File: src/rtl/hcd_pkg.sv
package hcd_pkg;

    localparam int STATE_W = 3;

    // Bit 2: history known. Bit 1: output high. Bit 0: last sampled a_in.
    localparam int BIT_LIVE = 2;
    localparam int BIT_HIGH = 1;
    localparam int BIT_LASTA = 0;

    typedef enum logic [STATE_W-1:0] {
        ST_IDLE  = 3'b000,
        ST_SEEN0 = 3'b100,
        ST_SEEN1 = 3'b101,
        ST_HOLD0 = 3'b110,
        ST_HOLD1 = 3'b111
    } hcd_state_t;

endpackage

File: src/rtl/hcd_next.sv
module hcd_next
    import hcd_pkg::*;
(
    input  hcd_state_t cur,
    input  logic       a_in,
    input  logic       b_in,
    output hcd_state_t nxt
);

    logic repeat_a;

    always_comb begin
        repeat_a = (a_in == cur[BIT_LASTA]);
        nxt = ST_IDLE;
        unique case (cur)
            ST_IDLE: begin
                // First sample after reset only records a_in.
                nxt = a_in ? ST_SEEN1 : ST_SEEN0;
            end
            ST_SEEN0, ST_SEEN1: begin
                if (repeat_a) nxt = a_in ? ST_HOLD1 : ST_HOLD0;
                else          nxt = a_in ? ST_SEEN1 : ST_SEEN0;
            end
            ST_HOLD0, ST_HOLD1: begin
                if (repeat_a || b_in) nxt = a_in ? ST_HOLD1 : ST_HOLD0;
                else                  nxt = a_in ? ST_SEEN1 : ST_SEEN0;
            end
            default: nxt = ST_IDLE; // unused codes 001, 010, 011
        endcase
    end

endmodule

File: src/rtl/hcd_decode.sv
module hcd_decode
    import hcd_pkg::*;
(
    input  hcd_state_t cur,
    output logic       z,
    output logic       live,
    output logic       last_a
);

    always_comb begin
        z      = 1'b0;
        live   = 1'b0;
        last_a = 1'b0;
        unique case (cur)
            ST_IDLE: ;
            ST_SEEN0: live = 1'b1;
            ST_SEEN1: begin live = 1'b1; last_a = 1'b1; end
            ST_HOLD0: begin live = 1'b1; z = 1'b1; end
            ST_HOLD1: begin live = 1'b1; z = 1'b1; last_a = 1'b1; end
            default: ;
        endcase
    end

endmodule

File: src/rtl/hcd_detector.sv
module hcd_detector
    import hcd_pkg::*;
(
    input  logic clk,
    input  logic rst,
    input  logic a_in,
    input  logic b_in,
    output logic z_out
);

    hcd_state_t state_q;
    hcd_state_t state_d;
    logic       live;
    logic       last_a;
    logic       z_dec;

    hcd_next u_next (
        .cur  (state_q),
        .a_in (a_in),
        .b_in (b_in),
        .nxt  (state_d)
    );

    hcd_decode u_decode (
        .cur    (state_q),
        .z      (z_dec),
        .live   (live),
        .last_a (last_a)
    );

    // State register
    always_ff @(posedge clk) begin
        if (rst) state_q <= ST_IDLE;
        else     state_q <= state_d;
    end

    // Output process
    always_comb begin
        z_out = z_dec;
    end

    assert_reset_idle_R1: assert property (@(posedge clk)
        rst |=> (!z_out && !live));

    assert_first_sample_R2: assert property (@(posedge clk) disable iff (rst)
        !live |=> !z_out);

    assert_repeat_sets_R3: assert property (@(posedge clk) disable iff (rst)
        (live && a_in == last_a) |=> z_out);

    assert_hold_b_R5: assert property (@(posedge clk) disable iff (rst)
        (z_out && b_in) |=> z_out);

    assert_drop_R6: assert property (@(posedge clk) disable iff (rst)
        (!b_in && a_in != last_a) |=> !z_out);

    assert_history_a_R4: assert property (@(posedge clk) disable iff (rst)
        !$past(rst) |-> (last_a == $past(a_in) && live));

endmodule

File: config.mk
export PLATFORM = sky130hd
export DESIGN_NAME = hcd_detector
export DESIGN_NICKNAME = d
export VERILOG_FILES = /design/src/rtl/hcd_pkg.sv /design/src/rtl/hcd_next.sv /design/src/rtl/hcd_decode.sv /design/src/rtl/hcd_detector.sv
export SDC_FILE = /design/constraint.sdc
export NUM_CORES = 1
export LEC_CHECK = 0
export BUFFER_PORTS_ARGS = -buffer_cell sky130_fd_sc_hd__buf_2
export CAP_MARGIN = 20
export CORE_AREA = 5 5 42 44
export DETAILED_ROUTE_END_ITERATION = 8
export DIE_AREA = 0 0 47 49
export HOLD_SLACK_MARGIN = 0.1
export PLACE_DENSITY = 0.33
export SYNTH_ARGS = -nofsm -noshare
export SYNTH_HDL_FRONTEND = slang
export SYNTH_SLANG_ARGS = --single-unit
File: constraint.sdc
create_clock -name clk -period 1.5 [get_ports clk]
set_input_delay 0.075 -clock clk [delete_from_list [all_inputs] [get_ports clk]]
set_output_delay 0.075 -clock clk [all_outputs]
set_load 0.1 [all_outputs]
; ---- Yosys cells after proc, flatten, opt, wreduce, memory -nomap -nowiden
; Cells that the tools add are included.
[word_totals]
in_bits = 4
word_cells = 16
output_inout_bits = 1
reg_bits = 3
[classes]
reduce_logical = 4
n_eq_ne = 5
muxes = 6
[ops]
columns = operator, count
row1 = $eq A3 B3 Y1 const B, 4
row2 = $pmux W3 S3, 1
row3 = $mux W3, 2
row4 = $reduce_or A2 Y1, 2
row5 = $logic_not A3 Y1, 1
row6 = $mux W1, 3
row7 = $eq A1 B1 Y1, 1
row8 = $logic_or A1 B1 Y1, 1

; ---- Logic depth before layout (Yosys ltp)
[depth]
ltp_word = 4
mapped_depth = 2
mapped_depth_nobuf = 2

; ---- Modules after synthesis
; From an unflattened synthesis, not the netlist that was laid out.
[unflattened]
hier_cells = 14
hier_area_um2 = 130.1
[modules_own_cells]
columns = module, instances, seq_area_each_um2, area_per_inst_um2, cells_each
row1 = hcd_detector, 1, 60.1, 78.8, 6
row2 = hcd_next, 1, 0.0, 35.0, 5
row3 = hcd_decode, 1, 0.0, 16.3, 3

; ---- Least setup slack after synthesis
; OpenSTA, ideal clock, no wires.
[synth_path]
path_kind = register to output
startpoint = register state_q[1]
endpoint = output port z_out
required_time_ns = 1.425
path_buffers = 0
arrival_ns = 1.072
setup_slack_ns = 0.353
path_stages_with_launch = 2
path_cell_list = dfxtp_1 > and2_1
[synth_between]
elab_chain_cells = 3
word_cells_on_any_way = 4
classes_between = eq/ne: 2 / mux: 1 / reduce/logical: 1
[synth_rtl]
columns = element, line_no
row1 = from (decl), hcd_detector.sv:11  ; hcd_state_t state_q;
row2 = from (signal assigned), hcd_detector.sv:34  ; else state_q <= state_d;
row3 = $eq A3 B3 Y1, -
row4 = $reduce_or A2 Y1 (no source line) (*), -
row5 = $mux W1 (*), hcd_decode.sv:14  ; unique case (cur)
row6 = to (decl), hcd_detector.sv:8  ; output logic z_out
; Mark *: on every way between the ends. The rest lies on a longest branch, timed or not.

; ---- Worst setup path in the final report
; Ends and elaborated chain as after synthesis.

==> summary.txt <==
Synthesis
  • Post-synth top area share: 0.516
  • Cell taking the most area after synthesis: dfxtp_1
  • Mapped Cells: 11
  • Net Count, Synth: 15
  • Seq cells post-synth: 3
  • Syn. warnings: 0
  • Cell area after synthesis: 116 um2
  • Synth cell types: 9
  • Post-Syn Area per Cell: 10.6 um2
  • Seq/Total Area, Yosys: 0.516
  • Synth top area cells: dfxtp_1 52%, nor3b_2 11%, o21ba_2 8.6%, xor2_1 7.5%, and2_1 5.4%

Critical path
  • Critical Path RT: 1.42 ns
  • Crit-path slowest cell: buf_2
  • Worst path max stage delay: ~0.42 ns
  • CP Class: reg -> out
  • CP delay by family, top: buffers and inverters
  • Crit path cell chain: and2_1, buf_2
  • Capturing element type of the critical path: output pin
  • CP max FO: 3
  • Setup crit start kind: flip-flop
  • Critical path arrival: 1.11 ns
  • Buf/Inv on CP: 1

Routing
  • Vias: 106
  • ANT nets after route: 0
  • DRC viols: 0
  • Final WL: 261 um
  • Initial DRC Count: 1
  • Drt first pass iters: 2
  • Via density: 2.86
  • Avg WL per Cell: between 7 and 8 um

Finish
  • Max FFs per register: 3
  • Post-Route Utilization: 0.145
  • Commonest cells after routing, fill and taps aside: 4 x buf_2, 3 x clkbuf_4, 3 x dfxtp_1, 2 x dlygate4sd3_1
  • Layout cells sized above 1: 0.429
  • Commonest non-fill, non-tap cell in the layout: buf_2
  • Fillers: 171
  • Largest regs: state_q x3
  • Area growth syn-to-layout: 74.2%
  • Biggest register: state_q
  • Final nets: 26
  • N_diodes: 0

Global route
  • All-Layer GR Usage: 0.0302
  • Initial antenna violation count: 0
  • First-pass GRT wire length: 420 um
  • Vias in the first global route: between 100 and 150
  • Largest net degree at the start of global routing: 4
  • Grt total ovfl: 0

STA
  • Max frequency: 0.844 GHz
  • RSZ-0062 raised after global routing: false
  • Hold Violations, Final: 0
  • Max Clock Skew: 0.000485 ns
  • Slew margin rel.: 0.679
  • Part of the cycle the worst path needs: 0.790
  • Pins Over Slew Limit: 0
  • Slew @ Worst Pin: 0.485 ns
  • Total Neg Setup Slack: 0 ns
  • Final Critical Period: 1.18 ns
  • Setup-failing EPs final: 0

CTS
  • Clk root buf: clkbuf_4
  • Clk sinks: 3
  • Clk_lat worst skew: 0.23 ns
  • CTS Buf Count: 3
  • Clock buffer depth: 2
  • CTS tree: built
  • H-tree levels: 1
  • Clock transition at path regs: 0.04 ns

Floorplanning
  • I/O pin count: 5
  • Die H: 49 um
  • Core region area: 0.00140 mm2
  • Die area: 0.00230 mm2
  • Row cnt: 14
  • Starting density of the core: 0.0830
  • Chip Width: about 47 um

Power and ir drop
  • Sw Share: 0.226
  • Switch Pwr: 0.0584 mW
  • Logic pwr share: 0.112
  • Maximum VDD drop: 0.195 mV
  • Pwr dens: between 1000 and 1500 mW/mm2
  • Internal Power: 0.200 mW
  • Clock share of power: 0.542
  • Sequential Power Share: 0.346
  • P_leak: between 0.08 and 0.09 nW

Run
  • Max-cap violations: 0

Placed design
  • RePlAce Congestion: 0.640
  • I/O Buffers: 4

Status
  • Outcome: finished clean

Hold path
  • Hold Crit Class: in -> reg
## cell usage after synthesis
| master | number |
|---|---|
| a21oi_1 | 1 |
| nand2_1 | 1 |
| o21ba_2 | 1 |
| nor2_1 | 1 |
| xor2_1 | 1 |
| nand2b_1 | 1 |
| nor3b_2 | 1 |
| and2_1 | 1 |
| dfxtp_1 | 3 |
## stage by stage
stage	total power [mW]	instances	area [um2]	hold slack [ns]	worst slack, ns
floorplan	0.108	11	116	0.145	0.353
global placement	0.115	31	156	0.274	0.569
detailed placement	0.116	31	156	0.283	0.546
CTS	0.269	37	203	0.118	0.293
global route	0.276	37	203	0.132	0.248
finish	0.259	37	203	0.121	0.315
## path summary, 6_finish.rpt
path | end | cells past startpoint | slack, ns | start
worst max-delay path | z_out | 2 | 0.32 | state_q[1]
worst min-delay path | state_q[0] | 2 | 0.12 | a_in
worst max register to register | state_q[0] | 2 | 0.76 | state_q[0]
worst min register to register | state_q[1] | 2 | 0.46 | state_q[2]
## logic make-up (layout without fill, tap and decap cells)
| kind of cell | Yosys count | in the layout | share of synthesized area |
|---|---|---|---|
| buffers and inverters | 0 | 10 | 0 |
| DFF | 3 | 3 | 0.516 |
| and+or+nand+nor | 5 | 5 | 0.280 |
| xor gates and xnor gates | 1 | 1 | 0.0753 |
| AOI/OAI and AO/OA | 2 | 2 | 0.129 |
## power groups by stage
stage / logic [mW] / clock network, mW / registers, mW
after floorplan: 0.0181 / 0 / 0.0901
after global placement: 0.0246 / 0 / 0.0905
after detailed placement: 0.0254 / 0 / 0.0911
after CTS: 0.0296 / 0.150 / 0.0898
after global routing: 0.0318 / 0.154 / 0.0906
final: 0.0289 / 0.140 / 0.0896
## layout make-up
cell class	count	area, um2	share of cell area
timing repair buffer	6	40.0	0.198
sequential	3	60.1	0.296
tap	16	20.0	0.0988
clock buffer	4	26.3	0.130
multi-input combinational	8	56.3	0.278
## per-layer routing
metal	vias up	track usage	wire (um)
li1	56	-	-
met1	45	0.0284	112
met2	5	0.0249	105
met3	0	0.0369	43
met4	0	0.0415	0
met5	-	0	0
## repair_timing
action                                  in CTS  in global routing
hold buffers                                 2                  0
gates resized for setup                      0                  0
buffers inserted                             0                  0
endpoints found under the setup margin       0                  0
endpoints found under the hold margin        3                  0
(Power assumes the default switching activity.)
